`src/rtl/nmi_pkg.sv`:
```
package nmi_pkg;
  localparam int unsigned MASK_W        = 4;
  localparam int unsigned PRIO_W        = 5;
  localparam int unsigned NMI_PRIO      = 16;
  localparam int unsigned FORCED_MASK   = 15;
  localparam int unsigned SYNC_STAGES   = 2;
  localparam int unsigned BLACKOUT_CYC  = 6;

  typedef logic [MASK_W-1:0] mask_t;
  typedef logic [PRIO_W-1:0] prio_t;
endpackage

```
`src/rtl/nmi_sync.sv`:
```
module nmi_sync #(
  parameter int unsigned STAGES = 2
) (
  input  logic clk,
  input  logic rst,
  input  logic async_i,
  output logic sync_o
);
  logic [STAGES-1:0] chain_q;

  generate
    for (genvar g = 0; g < STAGES; g++) begin : g_stage
      if (g == 0) begin : g_first
        always_ff @(posedge clk) begin
          if (rst) chain_q[g] <= 1'b0;
          else     chain_q[g] <= async_i;
        end
      end else begin : g_next
        always_ff @(posedge clk) begin
          if (rst) chain_q[g] <= 1'b0;
          else     chain_q[g] <= chain_q[g-1];
        end
      end
    end
  endgenerate

  assign sync_o = chain_q[STAGES-1];
endmodule

```
`src/rtl/nmi_edge_det.sv`:
```
module nmi_edge_det #(
  parameter int unsigned BLACKOUT_CYC = 6
) (
  input  logic clk,
  input  logic rst,
  input  logic sync_i,
  input  logic edge_rise_i,
  input  logic sel_wr_i,
  output logic edge_o
);
  localparam int unsigned CNT_W = $clog2(BLACKOUT_CYC + 1);
  localparam logic [CNT_W-1:0] CNT_LOAD = CNT_W'(BLACKOUT_CYC);

  logic             ref_q;
  logic [CNT_W-1:0] quiet_cnt_q;
  logic             quiet;
  logic             raw_edge;

  // The reference keeps following the pin, including during the quiet
  // window, so the comparison is always made against a fresh value.
  always_ff @(posedge clk) begin
    if (rst) ref_q <= 1'b0;
    else     ref_q <= sync_i;
  end

  always_ff @(posedge clk) begin
    if (rst)                    quiet_cnt_q <= '0;
    else if (sel_wr_i)          quiet_cnt_q <= CNT_LOAD;
    else if (quiet_cnt_q != '0) quiet_cnt_q <= quiet_cnt_q - 1'b1;
  end

  assign quiet    = sel_wr_i | (quiet_cnt_q != '0);
  assign raw_edge = edge_rise_i ? (sync_i & ~ref_q) : (~sync_i & ref_q);
  assign edge_o   = raw_edge & ~quiet;
endmodule

```
`src/rtl/nmi_accept_gate.sv`:
```
module nmi_accept_gate
  import nmi_pkg::*;
(
  input  logic  clk,
  input  logic  rst,
  input  logic  edge_i,
  input  logic  accept_i,
  input  logic  cpu_block_i,
  input  logic  sleep_i,
  input  logic  blk_override_i,
  input  logic  mask_upd_en_i,
  input  mask_t cur_mask_i,
  output logic  req_o,
  output logic  pend_o,
  output mask_t mask_o,
  output logic  mask_load_o
);
  logic  pend_q, pend_d;
  logic  req_q;
  logic  allow;
  logic  taken;
  mask_t mask_q;
  logic  load_q;

  assign allow  = ~cpu_block_i | sleep_i | blk_override_i;
  assign taken  = accept_i & req_q;
  // A fresh edge outranks the clear.
  assign pend_d = edge_i | (pend_q & ~accept_i);

  always_ff @(posedge clk) begin
    if (rst) begin
      pend_q <= 1'b0;
      req_q  <= 1'b0;
      mask_q <= '0;
      load_q <= 1'b0;
    end else begin
      pend_q <= pend_d;
      req_q  <= pend_d & allow;
      load_q <= taken & mask_upd_en_i;
      mask_q <= (taken & mask_upd_en_i) ? mask_t'(FORCED_MASK) : cur_mask_i;
    end
  end

  assign pend_o      = pend_q;
  assign req_o       = req_q;
  assign mask_o      = mask_q;
  assign mask_load_o = load_q;
endmodule

```
`src/rtl/nmi_gate.sv`:
```
module nmi_gate
  import nmi_pkg::*;
#(
  parameter int unsigned STAGES   = SYNC_STAGES,
  parameter int unsigned BLACKOUT = BLACKOUT_CYC
) (
  input  logic              clk,
  input  logic              rst,
  input  logic              nmi_pin_i,
  input  logic              edge_rise_i,
  input  logic              edge_sel_wr_i,
  input  logic              cpu_block_i,
  input  logic              sleep_i,
  input  logic              blk_override_i,
  input  logic              mask_upd_en_i,
  input  logic [MASK_W-1:0] cur_mask_i,
  input  logic              accept_i,
  output logic              nmi_req_o,
  output logic              nmi_pend_o,
  output logic [MASK_W-1:0] mask_o,
  output logic              mask_load_o,
  output logic [PRIO_W-1:0] prio_o
);
  logic pin_sync;
  logic edge_hit;

  nmi_sync #(.STAGES(STAGES)) u_sync (
    .clk     (clk),
    .rst     (rst),
    .async_i (nmi_pin_i),
    .sync_o  (pin_sync)
  );

  nmi_edge_det #(.BLACKOUT_CYC(BLACKOUT)) u_edge (
    .clk         (clk),
    .rst         (rst),
    .sync_i      (pin_sync),
    .edge_rise_i (edge_rise_i),
    .sel_wr_i    (edge_sel_wr_i),
    .edge_o      (edge_hit)
  );

  nmi_accept_gate u_gate (
    .clk            (clk),
    .rst            (rst),
    .edge_i         (edge_hit),
    .accept_i       (accept_i),
    .cpu_block_i    (cpu_block_i),
    .sleep_i        (sleep_i),
    .blk_override_i (blk_override_i),
    .mask_upd_en_i  (mask_upd_en_i),
    .cur_mask_i     (cur_mask_i),
    .req_o          (nmi_req_o),
    .pend_o         (nmi_pend_o),
    .mask_o         (mask_o),
    .mask_load_o    (mask_load_o)
  );

  assign prio_o = PRIO_W'(NMI_PRIO);
endmodule

```
`config.mk`:
```
export PLATFORM = sky130hd
export DESIGN_NAME = nmi_gate
export DESIGN_NICKNAME = d
export VERILOG_FILES = /design/src/rtl/nmi_pkg.sv /design/src/rtl/nmi_sync.sv /design/src/rtl/nmi_edge_det.sv /design/src/rtl/nmi_accept_gate.sv /design/src/rtl/nmi_gate.sv
export SDC_FILE = /design/constraint.sdc
export NUM_CORES = 1
export LEC_CHECK = 0
export ABC_AREA = 1
export BUFFER_PORTS_ARGS = -buffer_cell sky130_fd_sc_hd__buf_2
export CAP_MARGIN = 20
export CORE_AREA = 3 3 40 42
export DETAILED_ROUTE_END_ITERATION = 8
export DIE_AREA = 0 0 43 45
export HOLD_SLACK_MARGIN = 0.03
export PLACE_DENSITY = 0.77
export SYNTH_ARGS = -nofsm -noshare
export SYNTH_HDL_FRONTEND = slang
export SYNTH_SLANG_ARGS = --single-unit
```
`constraint.sdc`:
```
create_clock -name clk -period 1.5 [get_ports clk]
set_clock_uncertainty 0.1 [all_clocks]
set_input_delay 0.075 -clock clk [delete_from_list [all_inputs] [get_ports clk]]
set_output_delay 0.075 -clock clk [all_outputs]
set_load 0.01 [all_outputs]
```
# ---- After elaboration in Yosys (flattened, before gate mapping)
# Cells that the tools add are included.
# Widths: inputs -> output; s select.
dict set report op_classes {
  n_addsub 1
  n_mul 0
  div_mod_pow 0
  magnitude_cmp 0
  n_eq_ne 0
  shifts 0
  n_mux 4
  bitwise 16
  reduce_logical 3
}
# op n
set ops {}
lappend ops {{$and 1x1->1} 7}
lappend ops {{$mux 3} 2}
lappend ops {{$not 1->1} 5}
lappend ops {{$mux 4} 1}
lappend ops {{$or 1x1->1} 4}
lappend ops {{$reduce_bool 3->1} 1}
lappend ops {{$sub 3x1->3 const B} 1}
lappend ops {{$reduce_bool 2->1} 1}
lappend ops {{$reduce_or 2->1} 1}
lappend ops {{$mux 1} 1}
dict set report totals {
  ff_bits 13
  latchBits 0
  ramBits 0
  rom_bits 0
  input_bits 14
  out_inout_bits 12
  word_cells 33
  memories 0
}

# ---- Longest topological paths before layout
dict set report depth {
  depth_word 6
  depth_mapped 8
  depth_no_buf 8
}

# ---- Cells and area by module
# A second synthesis with hierarchy kept.
dict set report unflattened {
  hier_cells 69
  hier_area_um2 549.3
}
# module instances cells_each area_each_um2 seq_area_each_um2
set by_module_without_submodules {}
lappend by_module_without_submodules {nmi_accept_gate 1 26 226.5 140.1}
lappend by_module_without_submodules {nmi_edge_det 1 30 222.7 80.1}
lappend by_module_without_submodules {nmi_sync 1 6 55.1 40.0}
lappend by_module_without_submodules {nmi_gate 1 7 45.0 0.0}

# ---- Worst setup path after synthesis
# OpenSTA, ideal clock, no wires.
dict set report synth_timing {
  path_type {register -> register}
  startpoint {register u_edge.quiet_cnt_q[0]}
  endpoint {register u_gate.req_q (netlist: u_gate.req_o)}
  setup_ns 0.062
  t_arrival_ns 1.057
  t_required_ns 1.338
  setup_slack_ns 0.282
  stages_incl_launch_ff 9
  path_buffers 0
  period_less_slack_ns 1.218
  path_cell_list {dfxtp_1 -> nor2_1 -> ha_1 -> inv_2 -> nor2_2 -> nand3_1 -> nand2_1 -> nand2_2 -> nor2_2}
}
dict set report synth_between {
  elab_chain_len 6
}
# element line_no
set synth_lines {}
lappend synth_lines {{start, declared} nmi_edge_det.sv:15} ;# logic [CNT_W-1:0] quiet_cnt_q;
lappend synth_lines {{start signal, assigned} nmi_edge_det.sv:29} ;# else if (quiet_cnt_q != '0) quiet_cnt_q <= quiet_cnt_q - 1'b1;
lappend synth_lines {{$reduce_bool 3->1} nmi_edge_det.sv:32} ;# assign quiet = sel_wr_i | (quiet_cnt_q != '0);
lappend synth_lines {{$or 1x1->1} nmi_edge_det.sv:32}
lappend synth_lines {{$not 1->1} nmi_edge_det.sv:34} ;# assign edge_o = raw_edge & ~quiet;
lappend synth_lines {{$and 1x1->1} nmi_edge_det.sv:34}
lappend synth_lines {{$or 1x1->1} nmi_accept_gate.sv:28} ;# assign pend_d = edge_i | (pend_q & ~accept_i);
lappend synth_lines {{$and 1x1->1} nmi_accept_gate.sv:38} ;# req_q <= pend_d & allow;
lappend synth_lines {{end signal, assigned} nmi_accept_gate.sv:38}
lappend synth_lines {{end, declared} nmi_accept_gate.sv:19} ;# logic req_q;
# No other way between the ends.
# A chain may end at the register's enable or synchronous reset.

# ---- Worst setup path after layout
# Ends and elaborated chain as after synthesis.

==> impl_metrics.toml <==
[outcome]
outcome = "complete, no violations"

[sta]
setup_viol_count_final = 0
fin_ws_ps = 154
finalMaxSlewViolations = 0
fin_crit_ps = 1350
min_period_over_period_pct = 89.8
hold_violations = 0
rsz0062_at_grt = "false"
fmax_mhz = 743
setup_tns_ps = 0
holdWs_ps = 41.3

[floorplan]
die_h_um = 45
ios = 26
initial_utilization_pct = 41.1
rows = 13
core_sq_um = 1280
die_w_um = 43
die_area_sq_um = 1940

[job]
maxCapViolations = 0

[cells_and_area]
drive_gt1_share_pct = 28.0
area_delta_synth_final_pct = 41.5
instances_no_fill = 115
n_antenna_cell = 0
fillCellCount = 118
nNetsFinal = 117

[placed_design]
finalWeightedCongestion = 0.753
numPortBuffers = 20
dp_hpwl_um = 742
dp_cells = 101
dpl_worst_slack_ps = 166

[power_and_ir_drop]
leakage_nw = 0.429
p_per_area_nw_per_um2 = 930
peakVddDrop_v = 0.000366

[global_routing]
grt_pass1_wl_um = 1760
use_met3_pct = 5.18
global_route.usage.met2_pct = 21.3
grt_usage_pct = 12.6
grt-ovfl-total = 0
grt_start_max_net_pins = 8
grt_antenna_before_repair = 0
grt_pass1_vias = 449
grt.met1_usage_pct = 13.2
top_usage_layer = "met2"

[min_path]
hold_path_class = "in2reg"

[route]
wl_um = 1070
first_iter_violations = 4
vias = 475
drtAntennaViolNets = 0
remaining_drc_errors = 0
viasPerCell = 4.13
detail_route.wl_per_cell_um = 9.26
dr.pass1.iters = 3

[worst_setup_path]
endpoint_kind = "flip-flop"
worstSetupPathType = "reg2reg"
crit_required_ps = 1620
crit_arrival_ps = 1470
critPathLaunchType = "flip-flop"
r2r_slack_ps = 150
path_max_fanout = 4

[yosys]
synth_top_family_by_area = "simple AND/OR/NAND/NOR gates"
synth_fa_ha_area_share_pct = 4.74
postSynthCellCount = 68
ys_seq_elements = 13
synth-xor-area-share_pct = 0
synth.yosys.seq_area_share_pct = 49.3
muxShareOfSynthArea_pct = 0
avgSynthCellArea_sq_um = 7.76
synthSimpleGateAreaFrac_pct = 21.3
synth_cell_types = 16
synth_compound_area_share_pct = 6.87
ys_warn_count = 0
synthesis.area_sq_um = 528

[clocking]
cts_resized = 0
numCtsBuffers = 3
clk_latency_ps = 270
clk_pin_slew_worst_paths_ps = 80
cts_max_level = 1
cts_sinks = 13
cts_setup_buffers = 0
cts.path.max_buffers = 2
cts_tree = "yes"
cts-root-buf = "clkbuf_4"
-- layer usage --
metal  part of all wire [%]  vias up  wire length, um
met2                     52       18              550
met4                    1.8        0               19
li1                       -      255                -
met3                    8.8        5               94
met5                      0        -                0
met1                     38      197              400
-- registers in the layout (all words and copies together) (netlist names) --
signal,count
u_edge.ref_q,1
u_sync.sync_o,1
u_gate.mask_load_o,1
u_gate.pend_o,1
u_sync.chain_q,1
u_gate.req_o,1
u_gate.mask_o,4
u_edge.quiet_cnt_q,3
-- layout make-up --
cell class	instances	area (sq um)	area share [%]
tap	15	18.8	2.51
inverter	13	48.8	6.53
clock buffer	4	26.3	3.52
sequential	13	260	34.8
multi-input combinational	40	193	25.8
timing repair buffer	30	200	26.8
-- final timing paths --
kind                                       startpoint       endpoint  depth (start not counted)
worst max register to register  u_edge.quiet_cnt_q[0]   u_gate.req_o                          8
worst min-delay path                      cpu_block_i   u_gate.req_o                          3
worst min register to register      u_sync.chain_q[0]  u_sync.sync_o                          2
worst max-delay path            u_edge.quiet_cnt_q[0]   u_gate.req_o                          8
-- Yosys cell counts, drive strengths merged --
library cell | n | area [sq um]
buf | 5 | 37.5
nor2 | 8 | 35.0
inv | 13 | 48.8
ha | 2 | 25.0
nor3b | 1 | 7.51
nand3 | 1 | 5.00
o21ai | 3 | 15.0
nand2 | 15 | 58.8
nand4 | 1 | 6.26
dfxtp | 13 | 260
conb | 2 | 7.51
a31oi | 1 | 6.26
a21oi | 3 | 15.0
-- layout by cell type, fill, tap and decap left out, types with 2 or more instances in the layout --
master	netlist	layout
dlygate4sd3_1	0	10
nor2_2	2	2
conb_1	2	5
buf_2	0	20
a21oi_1	3	3
nor2_1	6	6
dfxtp_1	13	13
ha_1	2	2
inv_1	11	11
nand2_1	14	14
inv_2	2	2
clkbuf_4	0	3
o21ai_0	3	3
-- worst max-delay path, cell delays in order (launching register included) --
cell and delay (ps):
dfxtp_1 330, nor2_1 180, ha_1 230, inv_2 70, nor2_2 90, nand3_1 90, nand2_1 70, nand2_2 60
nor2_2 70
-- cell families after synthesis --
group / Yosys count
other: 2
buffers and inverters: 18
adders and majority gates: 2
and+or+nand+nor: 26
DFF: 13
AOI/OAI and AO/OA: 7
-- power breakdown --
group | total, mW | switching (mW) | internal (mW) | leakage, nW
clock | 0.212 | 0.108 | 0.103 | 0.0150
sequential | 0.372 | 0.00864 | 0.363 | 0.107
combinational | 0.111 | 0.0569 | 0.0541 | 0.306
total | 0.695 | 0.174 | 0.521 | 0.429
-- metrics by stage --
stage          util (%)  total power, mW  cell area [sq um]
6_report           58.1            0.695                747
5_1_grt            58.1            0.731                747
4_1_cts            58.1            0.699                747
3_5_place_dp       48.3            0.470                621
3_3_place_gp       48.3            0.466                621
2_1_floorplan         -            0.443                539
-- what timing repair did --
| action | in CTS | in global routing |
|---|---|---|
| setup endpoints to repair | 0 | 0 |
| hold buffers | 10 | 0 |
| hold endpoints to repair | 11 | 0 |
No activity file was read; power rests on OpenSTA's default activity.
